### src/rtl/sleep_watchdog.sv
module sleep_watchdog #(
  parameter int BASE_TICKS = 1024,
  parameter int SEL_W      = 3
) (
  input  logic             wd_clk,
  input  logic             por_n,
  input  logic             wd_on,
  input  logic             kick,
  input  logic             sleep_go,
  input  logic             asleep,
  input  logic             psc_on,
  input  logic [SEL_W-1:0] psc_sel,
  output logic             rst_req,
  output logic             wake_req,
  output logic             alive
);
  localparam int PW = (1 << SEL_W) - 1;
  localparam int CW = $clog2(BASE_TICKS);

  logic [PW-1:0] psc;
  logic [CW-1:0] cnt;
  logic [PW:0]   ratio;
  logic [PW-1:0] mask;
  logic          step, hit, clr;

  assign ratio = (PW+1)'(1) << psc_sel;
  assign mask  = psc_on ? PW'(ratio - 1'b1) : '0;
  assign step  = psc >= mask;
  assign hit   = step && (cnt == CW'(BASE_TICKS - 1));
  assign clr   = kick | sleep_go;

  always_ff @(posedge wd_clk or negedge por_n) begin
    if (!por_n) begin
      psc      <= '0;
      cnt      <= '0;
      rst_req  <= 1'b0;
      wake_req <= 1'b0;
      alive    <= 1'b1;
    end else begin
      rst_req  <= 1'b0;
      wake_req <= 1'b0;
      if (clr) begin
        cnt   <= '0;
        alive <= 1'b1;
        if (psc_on) psc <= '0;
      end else if (wd_on) begin
        psc <= step ? '0 : psc + 1'b1;
        if (hit) begin
          cnt      <= '0;
          alive    <= 1'b0;
          rst_req  <= !asleep;
          wake_req <= asleep;
        end else if (step) begin
          cnt <= cnt + 1'b1;
        end
      end
    end
  end
endmodule

### config.mk
export PLATFORM = sky130hd
export DESIGN_NAME = sleep_watchdog
export DESIGN_NICKNAME = d
export VERILOG_FILES = /design/src/rtl/sleep_watchdog.sv
export SDC_FILE = /design/constraint.sdc
export NUM_CORES = 1
export LEC_CHECK = 0
export BUFFER_PORTS_ARGS = -buffer_cell sky130_fd_sc_hd__buf_2
export CORE_ASPECT_RATIO = 0.75
export CORE_MARGIN = 2
export CORE_UTILIZATION = 40
export DETAILED_ROUTE_END_ITERATION = 8
export MAX_ROUTING_LAYER = met4
export PLACE_DENSITY = 0.56
export SYNTH_ARGS = -nofsm -noshare
export SYNTH_HDL_FRONTEND = slang
export SYNTH_SLANG_ARGS = --single-unit
export TNS_END_PERCENT = 50
### constraint.sdc
create_clock -name wd_clk -period 2.62 [get_ports wd_clk]
set_input_delay 0.524 -clock wd_clk [delete_from_list [all_inputs] [get_ports wd_clk]]
set_output_delay 0.524 -clock wd_clk [all_outputs]
set_load 0.01 [all_outputs]
* Yosys cells after proc, flatten, opt, wreduce, memory -nomap -nowiden
Index checks and enable logic that the tools add are counted.
** Storage, ports and cells
- Bits in registers :: 20
- Logic and storage cells :: 39
- Input port bits :: 10
- Output and inout bits :: 3
** Cells by class
- Reductions and logical operators :: 8
- Add/subtract/negate cells :: 3
- Shift-type cells :: 1
- Muxes and demuxes :: 18
- Equal/unequal tests :: 2
- Bitwise logic cells :: 1
- Magnitude comparators :: 1
** Operator list (number)
- two-way mux 10 bit :: 4
- two-way mux 7 bit :: 5
- adder 10 x 1 -> 10 bit, second input constant :: 1
- == test 10 bit, second input constant :: 1
- two-way mux 1 bit :: 9
- adder 7 x 1 -> 7 bit, second input constant :: 1
- greater-or-equal comparator 7 bit :: 1
- left shift 1 x 3 -> 7 bit, first input constant :: 1
- subtractor 7 x 1 -> 7 bit, second input constant :: 1
- AND reduction 2 bit :: 3
- nonzero test 2 bit :: 2
- nonzero test 3 bit :: 1
- inequality test 2 bit, second input constant :: 1
- logical AND 1 bit :: 1
- zero test 1 bit :: 1
- bitwise OR 1 bit :: 1

* Depth between registers and ports, before layout
Gate-level depths: netlist (run 1).
- Word-level depth :: 8
- Gate-level depth with buffers :: 9
- Depth with buffers taken out :: 7

* Worst setup path after synthesis (run 1)
No wires, ideal clock.
- Kind :: input to register
- From :: in psc_on
- To :: reg cnt[8]
- Data arrival time :: 2297 ps
- Slack :: 245 ps
- Required time :: 2542 ps
- Buffers on the path :: 1
- Cell stages on the path :: 8
- Library setup time :: 78 ps
- Cells stage by stage :: clkbuf_1 nand4_1 ha_1 and4_1 o21ai_1 o221a_1 or4b_1 a21oi_1
** Between the ends
- Word-level cells in the longest chain between the ends :: 6
- Elaborated cells between the ends (all ways) :: 8
- Classes of those cells :: order compare (1); mux (4); reduce/logical (3)
** Ends and longest elaborated chain
- start, declared :: RTL line 11 : input logic psc_on,
- two-way mux 7 bit (*) :: RTL line 27 : assign mask = psc_on ? PW'(ratio - 1'b1) : '0;
- greater-or-equal comparator 7 bit (*) :: RTL line 28 : assign step = psc >= mask;
- logical AND 1 bit :: RTL line 29 : assign hit = step && (cnt == CW'(BASE_TICKS - 1));
- two-way mux 10 bit :: RTL line 48 : if (hit) begin
- two-way mux 10 bit :: RTL line 46 : end else if (wd_on) begin
- two-way mux 10 bit :: RTL line 42 : if (clr) begin
- end signal, assigned :: RTL line 54 : cnt <= cnt + 1'b1;
- end, declared :: RTL line 21 : logic [CW-1:0] cnt;
Every way passes the cells marked *; elsewhere a longest branch is shown, timed or not. The select of a mux whose other input is x is not followed.
A chain may end at the register's enable or synchronous reset.

* Final worst setup path (run 1)
- From :: in psc_sel[1]
- To :: reg cnt[9]
** Between the ends
- Word-level cells in the longest chain between the ends :: 8
- Elaborated cells between the ends (all ways) :: 10
- Classes of those cells :: add/sub (1); order compare (1); shift (1); mux (4); reduce/logical (3)
** Ends and longest elaborated chain
- start, declared :: RTL line 12 : input logic [SEL_W-1:0] psc_sel,
- left shift 1 x 3 -> 7 bit (*) :: RTL line 26 : assign ratio = (PW+1)'(1) << psc_sel;
- subtractor 7 x 1 -> 7 bit (*) :: RTL line 27
- two-way mux 7 bit (*) :: RTL line 27
- greater-or-equal comparator 7 bit (*) :: RTL line 28
- logical AND 1 bit :: RTL line 29
- two-way mux 10 bit :: RTL line 48
- two-way mux 10 bit :: RTL line 46
- two-way mux 10 bit :: RTL line 42
Marked as above.

==> results of run 1 <==
## cells in the mapped netlist
cell,instances,area (um^2)
a211oi_1,1,7.51
a21oi_1,8,40.0
a22o_1,4,35.0
a31o_2,1,8.76
a31oi_1,2,12.5
a41oi_1,1,8.76
and2_1,1,6.26
and3_1,7,43.8
and4_1,2,17.5
buf_4,1,7.51
clkbuf_1,3,11.3
dfrtp_1,19,475
dfstp_2,1,26.3
ha_1,9,113
inv_1,3,11.3
mux2_2,1,11.3
mux2i_1,1,10.0
nand2_1,15,56.3
nand2b_1,1,6.26
nand3_1,7,35.0
nand3b_1,1,7.51
nand4_1,3,18.8
nor2_1,7,26.3
nor2b_1,5,31.3
nor3_1,2,10.0
nor4_1,1,6.26
nor4_2,1,12.5
nor4b_1,1,8.76
o211a_1,1,10.0
o211ai_1,3,22.5
o21ai_0,13,65.1
o21ai_1,1,5.00
o21bai_1,1,7.51
o221a_1,1,11.3
o221ai_1,1,8.76
o22ai_1,1,6.26
o31a_1,1,8.76
o31ai_1,2,15.0
or2_2,1,6.26
or3_1,3,18.8
or4b_1,2,20.0
## registers in the layout, summed over array words and instances, names as in the netlist
name and cells:
rst_req 1, wake_req 1, alive 1, cnt 10
psc 7
## per-stage QoR
step | hold WS, ns | cells
2_1_floorplan | 0.228 | 140
3_3_place_gp | 0.491 | 194
3_5_place_dp | 0.495 | 194
4_1_cts | 0.211 | 198
5_1_grt | 0.230 | 198
6_report | 0.193 | 198
## kinds of logic (layout without fill, tap and decap cells)
| logic type | after synthesis | in the layout |
|---|---|---|
| adder cells (fa/ha/maj) | 9 | 9 |
| AO/OA/AOI/OAI | 42 | 42 |
| buffers and inverters | 7 | 27 |
| multiplexers | 2 | 2 |
| AND/OR/NAND/NOR | 60 | 60 |
| flip-flops | 20 | 20 |
## layer usage
| layer | track usage (%) | share of wire, % | vias up |
|---|---|---|---|
| li1 | - | - | 572 |
| met4 | 8.50 | 1.6 | 0 |
| met1 | 27.4 | 53 | 561 |
| met3 | 3.65 | 7.4 | 4 |
| met5 | - | 0 | - |
| met2 | 25.5 | 38 | 58 |
## layout by cell type (no fill, tap or decap), types with 2 or more instances in the layout
cell and n:
dfrtp_1 19, nand2_1 15, o21ai_0 13, buf_2 12
ha_1 9, a21oi_1 8, buf_4 8, nand3_1 7
and3_1 7, nor2_1 7, nor2b_1 5, a22o_1 4
inv_1 3, o211ai_1 3, nand4_1 3, or3_1 3
clkbuf_8 3, and4_1 2, nor3_1 2, a31oi_1 2
o31ai_1 2, or4b_1 2
## area by class of cell
type / instances / area share, %
clock buffers: 4 / 3.08
repair buffers: 20 / 8.21
inverters: 3 / 0.769
multi-input cells: 113 / 50.4
flip-flops and latches: 20 / 34.3
well taps: 38 / 3.25
## worst max-delay path, delay by kind of cell
family	cells	cell delay (ns)
compound gates	4	1.31
simple gates	2	0.31
fa+ha+maj	1	0.26
buf+inv	1	0.10
## worst max-delay path by stage
| stage | cells past startpoint | endpoint | slack [ns] | from |
|---|---|---|---|---|
| final | 8 | cnt[9] | 0.27 | psc_sel[1] |
| after global routing | 8 | cnt[3] | 0.08 | psc_sel[1] |
| after CTS | 9 | cnt[8] | 0.27 | psc_sel[2] |
| after detailed placement | 9 | cnt[8] | -0.01 | psc_sel[2] |
| after global placement | 10 | psc[0] | 0.02 | psc_sel[1] |
| after floorplan | 8 | cnt[8] | 0.25 | psc_on |
## power by group
part | switching (uW) | internal, uW
sequential | 3.05 | 312
clock | 104 | 108
combinational | 58.1 | 37.6
total | 166 | 458
==> qor.yml, run 1 <==
outcome:
  status: "completed"
timing:
  fin_crit_ns: 2.35
  rsz0062_at_grt: "no"
  slew_violations: 0
  final.setup.tns_ns: 0
  fin_ws_ns: 0.267
  worst_clock_skew_ns: 0.00225
  max_freq_ghz: 0.425
  relSlewSlack_pct: 61.6
  worst_pin_slew_ns: 0.570
  final-hold-violation-count: 0
  fin_crit_sh_pct: 89.8
  setup_viol: 0
power_and_ir_drop:
  p_leak_uw: 0.000662
  vdd.ir_drop.worst_mv: 0.223
  power_density_nw_per_um2: 426
  power_uw: 623
synth:
  ys_types: 41
  syn_nets: 159
  synth_top_family_by_area: "simple AND/OR/NAND/NOR gates"
  yosys_warnings: 0
  synth.ff_latch_count: 20
  avgSynthCellArea_um2: 9.07
  yosys.area_share.simple_pct: 26.1
  syn_area_um2: 1270
  synth-xor-area-share_pct: 0
  synthAdderAreaFrac_pct: 8.87
  syn_inst: 140
  synth_mux_area_share_pct: 1.67
  ys_seq_area_share_pct: 39.5
  synth-compound-area-share_pct: 21.5
cells_and_area:
  nNetsFinal: 180
  ff_latch_area_um2: 502
  fin_area_um2: 1460
  diodes: 0
  drive_above_1_share_pct: 17.5
  post-route-util_pct: 49.2
  multi_input_area_um2: 738
  syn_to_final_growth_pct: 15.3
  fillers: 286
routing:
  dr.pass1.iters: 4
  vias_per_cell: 6.04
  drt_iter0_drc: 134
  ant_nets: 0
  wl_per_cell_um: 15.1
  drc: 0
  num_vias: 1195
  wirelength_um: 2990
grt:
  grt_usage_pct: 19.0
  antenna_found_initial: 0
  overflow: 0
  grt_max_degree: 21
  first_global_vias: 1052
  grt_pass1_wl_um: 5180
flow_run:
  cap_violations: 0
placement:
  dp_worst_setup_slack_ns: -0.0117
  place_hpwl_um: 2250
  place.gp.congestion: 0.888
  placed_area_um2: 1420
  io_buffers: 12
critical_path:
  cp.arrival_ns: 2.51
  slowest_stage: "o221a_1"
  crit_chain: "buf_2, o31a_1, ha_1, nand2b_1, a211oi_1, o221a_1, nor2_1, a31o_2"
  rr_startpoint: "psc[4]"
  worstSetupStartpointType: "input port"
  worstPathRequired_ns: 2.78
  end_kind: "register"
  reg2reg_to: "cnt[8]"
  cp_max_fo: 12
  r2r_slack_ns: 0.43
  reg2reg_depth: 6
  slowest_delay_ns: 0.49
  crit_type: "input port to register"
clock_tree:
  cts_max_level: 1
  clk_pin_slew_worst_paths_ns: 0.07
  clockBufferDepth: 2
  root_buffer: "clkbuf_8"
  cts_tree: "done"
  cts_resized: 0
  holdBufCountCts: 0
  cts_made_buffers: 3
  postCtsSetupRepairBufs: 0
  insertion_delay_ns: 0.26
  cts_sinks: 20
floorplanning:
  die_h_um: 52.8
  num_io_pins: 13
  placement_rows: 17
  die_w_um: 69.1
  floorplan.initialDensity_pct: 42.6
  core-area_um2: 2980
  die_area_um2: 3650
worst_hold_path:
  worst_hold_path_type: "input port to asynchronous set/reset pin"
Note: power is estimated with default switching activity, not from simulation.
==> run 2: changes to the inputs <==
--- a/config.mk
+++ b/config.mk
@@ -9,9 +9,12 @@
 export CORE_ASPECT_RATIO = 0.75
 export CORE_MARGIN = 2
 export CORE_UTILIZATION = 40
+export CTS_CLUSTER_SIZE = 40
 export DETAILED_ROUTE_END_ITERATION = 8
+export GPL_ROUTABILITY_DRIVEN = 0
 export MAX_ROUTING_LAYER = met4
 export PLACE_DENSITY = 0.56
+export SETUP_SLACK_MARGIN = 0.4
 export SYNTH_ARGS = -nofsm -noshare
 export SYNTH_HDL_FRONTEND = slang
 export SYNTH_SLANG_ARGS = --single-unit
==> qor.yml, run 2 (synthesis gave the netlist of run 1 again) <==
timing:
  worst_clock_skew_ns: 0.00713  # +0.00488 ns
  fin_crit_sh_pct: 83.4  # -6.4 points
  rsz0062_at_grt: "yes"
  final.setup.tns_ns: 0  # unchanged
  fin_crit_ns: 2.19  # -0.166 ns
  worst_pin_slew_ns: 0.517  # -0.0531 ns
  relSlewSlack_pct: 65.1  # +3.5 points
  setup_viol: 0  # unchanged
  final-hold-violation-count: 0  # unchanged
  max_freq_ghz: 0.457  # +7.6%
  slew_violations: 0  # unchanged
grt:
  first_global_vias: 1055  # +0.29%
  antenna_found_initial: 0  # unchanged
  met1_usage_pct: 27.2  # -0.19 points
  globalRouteMet3Util_pct: 4.62  # +0.96 points
  grt_max_degree: 21  # unchanged
  use_met2_pct: 28.4  # +2.9 points
  busiest_layer: "met2"
  overflow: 0  # unchanged
  grt_pass1_wl_um: 5280  # +2.0%
  grt_usage_pct: 19.4  # +0.47 points
power_and_ir_drop:
  p_leak_uw: 0.000716  # +8.1%
  vdd.ir_drop.worst_mv: 0.262  # +17%
  power_uw: 766  # +23%
  power_density_nw_per_um2: 475  # +12%
cells_and_area:
  layout_commonest_cell: "dfrtp_1"
  diodes: 0  # unchanged
  layout_common_cells: "19 x dfrtp_1, 15 x nand2_1, 9 x o21ai_0, 9 x buf_4, 8 x buf_2"
  nNetsFinal: 180  # unchanged
  fin_area_um2: 1610  # +10%
  post-route-util_pct: 54.2  # +5.0 points
  regMostFlops: "cnt"
  largest_register_ffs: 10  # unchanged
  syn_to_final_growth_pct: 27.0
  drive_above_1_share_pct: 27.5  # +10 points
  top_regs: "cnt x10, psc x7"
  fillers: 284  # -0.70%
floorplanning:
  die_h_um: 52.8  # unchanged
  placement_rows: 17  # unchanged
  die_w_um: 69.1  # unchanged
  num_io_pins: 13  # unchanged
  core-area_um2: 2980  # unchanged
  floorplan.initialDensity_pct: 42.6  # unchanged
  die_area_um2: 3650  # unchanged
clock_tree:
  clockBufferDepth: 2  # unchanged
  cts_sinks: 20  # unchanged
  root_buffer: "clkbuf_8"
  cts_made_buffers: 3  # unchanged
  holdBufCountCts: 0  # unchanged
  cts_max_level: 1  # unchanged
  clk_pin_slew_worst_paths_ns: 0.08  # about the same
  cts_tree: "done"
  insertion_delay_ns: 0.26  # about the same
routing:
  ant_nets: 0  # unchanged
  wirelength_um: 3450  # +15%
  vias_per_cell: 6.15  # +1.9%
  dr.pass1.iters: 4  # unchanged
  drt_iter0_drc: 117  # -13%
  drc: 0  # unchanged
  num_vias: 1218  # +1.9%
  wl_per_cell_um: 17.4  # +15%
worst_hold_path:
  worst_hold_path_type: "input port to asynchronous set/reset pin"
critical_path:
  end_kind: "register"
  worstPathRequired_ns: 2.78  # about the same
  worstSetupStartpointType: "input port"
  r2r_slack_ns: 0.47  # +0.04 ns
  cp_max_fo: 6  # -6
  crit_type: "input port to register"
  cp.arrival_ns: 2.35  # -0.16 ns
placement:
  placed_area_um2: 1380  # -2.8%
  io_buffers: 12  # unchanged
  place_hpwl_um: 2310  # +2.5%
flow_run:
  cap_violations: 0  # unchanged
outcome:
  status: "completed"
-- run 2: final cells by class --
type | instances | area, um^2 | area share (%)
multi-input cells | 113 | 840 | 52.1
flip-flops and latches | 20 | 502 | 31.1
repair buffers | 20 | 141 | 8.77
well taps | 38 | 47.5 | 2.95
clock buffers | 3 | 41.3 | 2.56
clock inverters | 1 | 30.0 | 1.86
inverters | 3 | 11.3 | 0.698
-- run 2: path summary, 6_finish.rpt --
check	start	to	cells after the start
min in group wd_clk	asleep	rst_req	2
max in group asynchronous	por_n	alive	1
hold / removal	por_n	psc[4]	1
setup reg to reg	psc[5]	cnt[6]	7
hold reg to reg	alive	alive	2
setup / recovery	psc_sel[0]	cnt[9]	9
-- run 2: layer usage --
layer | share of wire, % | wire length [um]
met5 | 0 | 0
met3 | 5.2 | 180
met2 | 43 | 1490
met4 | 0.58 | 20
met1 | 51 | 1760
-- run 2: power breakdown --
part	switching, uW	internal, uW	leakage [uW]
registers	3.28	312	0.000275
clock network	106	204	0.0000357
logic	76.9	64.0	0.000405
total	186	580	0.000716
-- run 2: what timing repair did --
item,in CTS,in global routing
resized for setup,1,33
pin swaps,0,12
setup endpoints to repair,11,18
buffers inserted,0,6
-- run 2: per-stage QoR --
stage                     hold slack (ns)  setup WS [ns]  cells
after CTS                           0.223          0.358    192
after detailed placement            0.492       -0.00265    188
after global routing                0.237          0.351    198
after floorplan                     0.228          0.375    140
after global placement              0.491         0.0324    188
final                               0.210          0.434    198
-- run 2: critical path, stage by stage --
cell and delay (ns):
buf_6 0.10, o31a_1 0.29, ha_1 0.30, nand2b_4 0.16, a211oi_4 0.30, o221a_4 0.28, buf_6 0.14, nor2_4 0.05
a31o_2 0.20
